<file path="config.mk">
export PLATFORM = sky130hd
export DESIGN_NAME = ifetch_addr_unit
export DESIGN_NICKNAME = d
export VERILOG_FILES = /design/src/rtl/ifau_pkg.sv /design/src/rtl/ifau_addr_mux.sv /design/src/rtl/ifau_pc_ctl.sv /design/src/rtl/ifau_ir_reg.sv /design/src/rtl/ifetch_addr_unit.sv
export SDC_FILE = /design/constraint.sdc
export NUM_CORES = 1
export LEC_CHECK = 0
export BUFFER_PORTS_ARGS = -buffer_cell sky130_fd_sc_hd__buf_2
export CAP_MARGIN = 20
export CORE_MARGIN = 5
export CORE_UTILIZATION = 53
export CTS_CLUSTER_SIZE = 8
export DETAILED_ROUTE_END_ITERATION = 6
export PLACE_DENSITY = 0.88
export SLEW_MARGIN = 30
export SYNTH_ARGS = -nofsm -noshare
export SYNTH_HDL_FRONTEND = slang
export SYNTH_SLANG_ARGS = --single-unit
</file>
<file path="constraint.sdc">
create_clock -name clk -period 4.8 [get_ports clk]
set_input_delay 0.72 -clock clk [delete_from_list [all_inputs] [get_ports clk]]
set_output_delay 0.72 -clock clk [all_outputs]
set_load 0.1 [all_outputs]
</file>
<file path="src/rtl/ifau_pkg.sv">
package ifau_pkg;
   typedef enum logic {
      ADDR_PC  = 1'b0,
      ADDR_BUS = 1'b1
   } addr_src_e;

   typedef enum logic [1:0] {
      PC_HOLD = 2'd0,
      PC_STEP = 2'd1,
      PC_JUMP = 2'd2
   } pc_act_e;
endpackage

</file>
<file path="src/rtl/ifau_addr_mux.sv">
module ifau_addr_mux
   import ifau_pkg::*;
#(
   parameter int AW = 32
) (
   input  logic          sel,
   input  logic [AW-1:0] pc,
   input  logic [AW-1:0] bus,
   output logic [AW-1:0] addr
);
   always_comb begin
      if (sel == ADDR_BUS) addr = bus;
      else                 addr = pc;
   end
endmodule

</file>
<file path="src/rtl/ifau_pc_ctl.sv">
module ifau_pc_ctl
   import ifau_pkg::*;
#(
   parameter int AW          = 32,
   parameter int IMM_W       = 10,
   parameter bit SEXT_OFFSET = 1'b1
) (
   input  logic             clk,
   input  logic             rst,
   input  logic             inc,
   input  logic             jump,
   input  logic [IMM_W-1:0] imm,
   output logic [AW-1:0]    pc
);
   localparam int PAD_W = AW - IMM_W;

   logic [AW-1:0] offset;
   pc_act_e       act;

   generate
      if (SEXT_OFFSET) begin : g_signed
         assign offset = {{PAD_W{imm[IMM_W-1]}}, imm};
      end else begin : g_unsigned
         assign offset = {{PAD_W{1'b0}}, imm};
      end
   endgenerate

   always_comb begin
      if (jump)     act = PC_JUMP;
      else if (inc) act = PC_STEP;
      else          act = PC_HOLD;
   end

   always_ff @(posedge clk) begin
      if (rst) begin
         pc <= '0;
      end else begin
         case (act)
            PC_JUMP: pc <= pc + offset;
            PC_STEP: pc <= pc + AW'(1);
            default: pc <= pc;
         endcase
      end
   end
endmodule

</file>
<file path="src/rtl/ifau_ir_reg.sv">
module ifau_ir_reg #(
   parameter int DW    = 32,
   parameter int OPC_W = 17,
   parameter int FLD_W = 5
) (
   input  logic             clk,
   input  logic             rst,
   input  logic             load,
   input  logic [DW-1:0]    din,
   output logic [DW-1:0]    ir,
   output logic [OPC_W-1:0] opc,
   output logic [FLD_W-1:0] fld_d,
   output logic [FLD_W-1:0] fld_a,
   output logic [FLD_W-1:0] fld_b
);
   localparam int B_LO = 0;
   localparam int A_LO = FLD_W;
   localparam int D_LO = 2 * FLD_W;
   localparam int O_LO = 3 * FLD_W;

   always_ff @(posedge clk) begin
      if (rst)       ir <= '0;
      else if (load) ir <= din;
   end

   assign opc   = ir[O_LO +: OPC_W];
   assign fld_d = ir[D_LO +: FLD_W];
   assign fld_a = ir[A_LO +: FLD_W];
   assign fld_b = ir[B_LO +: FLD_W];
endmodule

</file>
<file path="src/rtl/ifetch_addr_unit.sv">
module ifetch_addr_unit #(
   parameter int DATA_W      = 32,
   parameter int OPC_W       = 17,
   parameter int FLD_W       = 5,
   parameter bit SEXT_OFFSET = 1'b1
) (
   input  logic              clk,
   input  logic              rst,
   input  logic              addr_sel,
   input  logic [DATA_W-1:0] bus_a,
   input  logic [DATA_W-1:0] mem_rdata,
   input  logic              ir_load,
   input  logic              pc_inc,
   input  logic              pc_jump,
   output logic [DATA_W-1:0] mem_addr,
   output logic [DATA_W-1:0] pc_q,
   output logic [DATA_W-1:0] ir_q,
   output logic [OPC_W-1:0]  opcode,
   output logic [FLD_W-1:0]  dst_f,
   output logic [FLD_W-1:0]  srca_f,
   output logic [FLD_W-1:0]  srcb_f
);
   localparam int IMM_W = 2 * FLD_W;

   initial begin
      assert (OPC_W + 3 * FLD_W == DATA_W)
         else $fatal(1, "opcode plus three fields must fill the word");
      assert (IMM_W < DATA_W)
         else $fatal(1, "immediate must be narrower than the address");
   end

   logic [IMM_W-1:0] imm;
   assign imm = {dst_f, srcb_f};

   ifau_addr_mux #(.AW(DATA_W)) u_mux (
      .sel  (addr_sel),
      .pc   (pc_q),
      .bus  (bus_a),
      .addr (mem_addr)
   );

   ifau_pc_ctl #(
      .AW          (DATA_W),
      .IMM_W       (IMM_W),
      .SEXT_OFFSET (SEXT_OFFSET)
   ) u_pc (
      .clk  (clk),
      .rst  (rst),
      .inc  (pc_inc),
      .jump (pc_jump),
      .imm  (imm),
      .pc   (pc_q)
   );

   ifau_ir_reg #(
      .DW    (DATA_W),
      .OPC_W (OPC_W),
      .FLD_W (FLD_W)
   ) u_ir (
      .clk   (clk),
      .rst   (rst),
      .load  (ir_load),
      .din   (mem_rdata),
      .ir    (ir_q),
      .opc   (opcode),
      .fld_d (dst_f),
      .fld_a (srca_f),
      .fld_b (srcb_f)
   );
endmodule

</file>
# == After elaboration in Yosys (flattened, before gate mapping) ==
# Index checks and enable logic that the tools add are counted.
# totals
memories,0
latch_bits,0
elab_cells,11
regBits,64
rom_bits,0
mem_bits_rw,0
# op_classes
shifts,0
n_reduce_logical,1
muxes,4
addsub,2
n_eq_ne,2
multipliers,0
n_bitwise,0
n_lt_le_gt_ge,0
div_mod_pow,0
# ops
operator,n
32-bit one-hot mux with 2 select lines,1
32-bit by 1-bit adder with 32-bit output (second input constant),1
32-bit adder,1
32-bit two-way mux,1
2-bit by 1-bit equality test with 1-bit output (second input constant),1
2-bit equality test (second input constant),1
2-bit two-way mux,1
2-bit nonzero test,1
1-bit two-way mux,1

# == Logic depth before layout (Yosys ltp) ==
# depth
depth_word,4
mapped_depth,13
ltp_nobuf,11

# == Hierarchy ==
# Synthesis repeated with hierarchy kept, for this count alone.
# unflattened
cells_unflattened,549
area_unflattened_um2,4723.3
# by_module_without_submodules
module,instances,area_per_inst_um2,cells_each
ifau_pc_ctl,1,2775.2,378
ifau_ir_reg,1,1403.8,135
ifau_addr_mux,1,544.3,36

# == Worst setup path after synthesis ==
# OpenSTA, ideal clock, no wires.
# synth_path
kind,register -> output
start,reg u_pc.pc[9]
end,out mem_addr[9]
setup_slack_ns,0.538
path_stages_with_launch,3
t_required_ns,4.080
arrival_ns,3.542
cell_sequence,dfxtp_1 inv_1 o21ai_0
# synth_between
elab_chain_len,1
# synth_lines
element,line_no,text
"start, declared",ifau_pc_ctl.sv:13,output logic [AW-1:0] pc
"start signal, assigned",ifau_pc_ctl.sv:39,PC_JUMP: pc <= pc + offset;
"start signal, assigned",ifau_pc_ctl.sv:40,PC_STEP: pc <= pc + AW'(1);
"start signal, assigned",ifau_pc_ctl.sv:41,default: pc <= pc;
32-bit two-way mux,ifau_addr_mux.sv:12,if (sel == ADDR_BUS) addr = bus;
"end, declared",ifetch_addr_unit.sv:15,"output logic [DATA_W-1:0] mem_addr,"
# No other way between the ends.

# == Worst setup path in the final report ==
# layout_path
start,in pc_jump
end,reg u_pc.pc[29]
# layout_between
elab_chain_len,3
elab_cells_between_ends,5
# layout_lines
element,line_no,text
"start, declared",ifetch_addr_unit.sv:14,"input logic pc_jump,"
2-bit two-way mux (*),ifau_pc_ctl.sv:29,if (jump) act = PC_JUMP;
2-bit by 1-bit equality test with 1-bit output / 2-bit equality test (equally long branches),ifau_pc_ctl.sv:38,case (act)
32-bit one-hot mux with 2 select lines / 2-bit nonzero test (equally long branches),--,
# Every way passes the cells marked *; elsewhere a longest branch is shown, timed or not.
# A chain may end at the register's enable or synchronous reset.

==> flow_metrics.py <==
metrics = {
    "status": {
        "status": "completed",
    },
    "placed_design": {
        "dp_cells": 805,
        "dpl_cell_area_mm2": 0.00535,
        "portBuffers": 197,
        "dpl.hpwl_um": 10700,
        "gp_congestion": 0.922,
    },
    "drt": {
        "first_pass_iters": 5,
        "drt_iter0_drc": 381,
        "totalWireLength_um": 14300,
        "vias_per_cell": 5.88,
        "wl_per_cell_um": 17.4,
        "drc": 0,
        "vias": 4831,
        "ant_nets": 0,
    },
    "logic_synthesis": {
        "yosysWarnings": 0,
        "syn_avg_cell_area_um2": 8.10,
        "synth_most_common_cell": "nor2_1",
        "async_flop_share": 0,
        "synth_flop_cell": "dfxtp_1",
        "synth_top_area_share": 0.278,
        "synth-edff-count": 0,
        "ys_seq_area_frac": 0.278,
        "syn-num-nets": 649,
        "synthTopCellsByCount": "nor2_1 (77), dfxtp_1 (64), mux2i_1 (41), mux2_2 (38), nand2_1 (38)",
        "synth_top_area_cell": "dfxtp_1",
        "syn-cell-area_mm2": 0.00461,
        "syn_inst": 569,
        "synth.area.top_cells": "dfxtp_1 (28%), mux2_2 (9.3%), mux2i_1 (8.9%), nor2_1 (6.3%), buf_4 (5.5%)",
        "ys_types": 63,
        "ys_seq_elements": 64,
    },
    "clock_tree": {
        "insertion_delay_ns": 0.35,
        "clk_path_buf_depth": 2,
        "clock_sinks": 64,
        "hold_buffers": 0,
        "cts_made_buffers": 9,
        "cts_tree": "done",
        "ctsResizeCount": 0,
        "clk_pin_slew_worst_paths_ns": 0.08,
        "cts_setup_buffers": 0,
        "clock_tree.root_cell": "clkbuf_8",
        "h-tree-depth": 3,
    },
    "global_route": {
        "gr-total-overflow": 0,
        "grt_pass1_vias": 4549,
        "grt_usage": 0.256,
        "grt_max_degree": 79,
        "grt_pass1_wl_um": 21800,
        "antenna_found_initial": 0,
    },
    "final_layout": {
        "n_fill_cell": 753,
        "drive_gt1_frac": 0.380,
        "num_antenna_cells": 0,
        "final_cells": 821,
        "regArea_mm2": 0.00128,
        "nNetsFinal": 788,
        "fin_area_mm2": 0.00560,
        "multi_input_area_mm2": 0.00288,
        "area_growth_pct": 21.5,
    },
    "timing": {
        "hold_viol": 0,
        "slew_headroom": 0.328,
        "fmax_mhz": 240,
        "tightest_slew_ns": 0.983,
        "tns_ns": 0,
        "finalCritPeriodShare": 0.866,
        "drv_slew": 0,
        "fin_skew_ns": 0.0135,
        "min_period_ns": 4.16,
        "rsz0062_at_grt": "no",
        "setup_viol": 0,
    },
    "floorplan": {
        "num_rows": 34,
        "die_y_um": 103,
        "start_util": 0.536,
        "num_io_pins": 198,
        "dieArea_mm2": 0.0107,
        "die_x_um": 103,
        "core_mm2": 0.00859,
    },
    "power_and_ir_drop": {
        "ir_worst_vdd_mv": 0.205,
        "power_density_mw_per_mm2": 388,
        "leakagePower_nw": 2.79,
    },
    "hold_path": {
        "min_path_cells": 2,
        "hold_path_class": "flip-flop to flip-flop",
    },
    "worst_setup_path": {
        "startpoint_type": "input pin",
        "crit_required_ns": 5.05,
        "crit_type": "input pin to flip-flop",
        "cp-end-kind": "flip-flop",
        "ff2ff_path_depth": 9,
        "cp.arrival_ns": 4.41,
        "crit_fanout": 18,
    },
    "job": {
        "maxCapViolations": 0,
    },
}
==> routing by layer <==
metal / GRT usage / wire length (µm)
met2: 0.431 / 7090
met5: 0 / 0
met4: 0.118 / 291
met3: 0.0550 / 1310
met1: 0.313 / 5590
==> cells by family after synthesis <==
group,count (synthesis),share of synthesized area
AND/OR/NAND/NOR,221,0.244
AO/OA/AOI/OAI,98,0.140
multiplexers,83,0.192
buffers and inverters,82,0.0972
flip-flops,64,0.278
XOR/XNOR,11,0.0209
adder cells (fa/ha/maj),10,0.0288
==> through the flow <==
stage	total power, mW	utilization	hold slack, ns	setup slack, ns
detailed placement	1.58	0.622	0.483	0.577
CTS	2.18	0.651	0.493	0.939
floorplan	1.44	-	0.867	0.538
global placement	1.57	0.622	0.478	0.697
finish	2.17	0.651	0.505	0.641
global route	2.24	0.651	0.521	0.545
==> registers in the layout, indices dropped and copies added, names as in the netlist <==
signal and count:
u_ir.ir 32, u_pc.pc 32
==> cell type report <==
cell class,instances,share of cell area
multi-input combinational,423,0.514
sequential,64,0.229
timing repair buffer,201,0.181
clock buffer,10,0.0246
tap,108,0.0241
clock inverter,6,0.0206
inverter,9,0.00603
==> report_power, final <==
part           total (mW)  switching [mW]  internal [mW]
Clock               0.598           0.236          0.362
Combinational       0.937           0.750          0.187
Sequential          0.634          0.0653          0.569
Total                2.17            1.05           1.12
==> worst paths after layout <==
check	endpoint	slack [ns]	start
worst max-delay path	u_pc.pc[29]	0.64	pc_jump
worst min-delay path	u_pc.pc[0]	0.51	u_pc.pc[0]
worst max register to register	u_pc.pc[29]	1.46	u_ir.ir[2]
worst min register to register	u_pc.pc[0]	0.51	u_pc.pc[0]
==> placed cells by master (no fill, tap or decap), drive strengths merged, types with 4 or more instances in the layout <==
cell,instances
a21o,5
ha,9
xnor2,10
nand3,16
and2,10
nand2,38
a21oi,31
dfxtp,64
a211oi,8
o211ai,5
o21a,4
or4,10
nor2b,13
nand4,11
or3,4
inv,10
mux2,42
nand2b,4
nor2,77
mux2i,41
nor3,20
o21ai,21
nor4,8
buf,201
clkbuf,10
==> worst max-delay path, stage by stage <==
cell	delay, ns
buf_2	0.15
nand2b_1	0.46
and2_1	0.33
ha_1	0.34
a21oi_1	0.11
a2111oi_0	0.90
o21ai_1	0.36
o211ai_1	0.27
o211ai_1	0.22
mux2i_1	0.20
mux2_2	0.34
No activity file was read; power rests on OpenSTA's default activity.
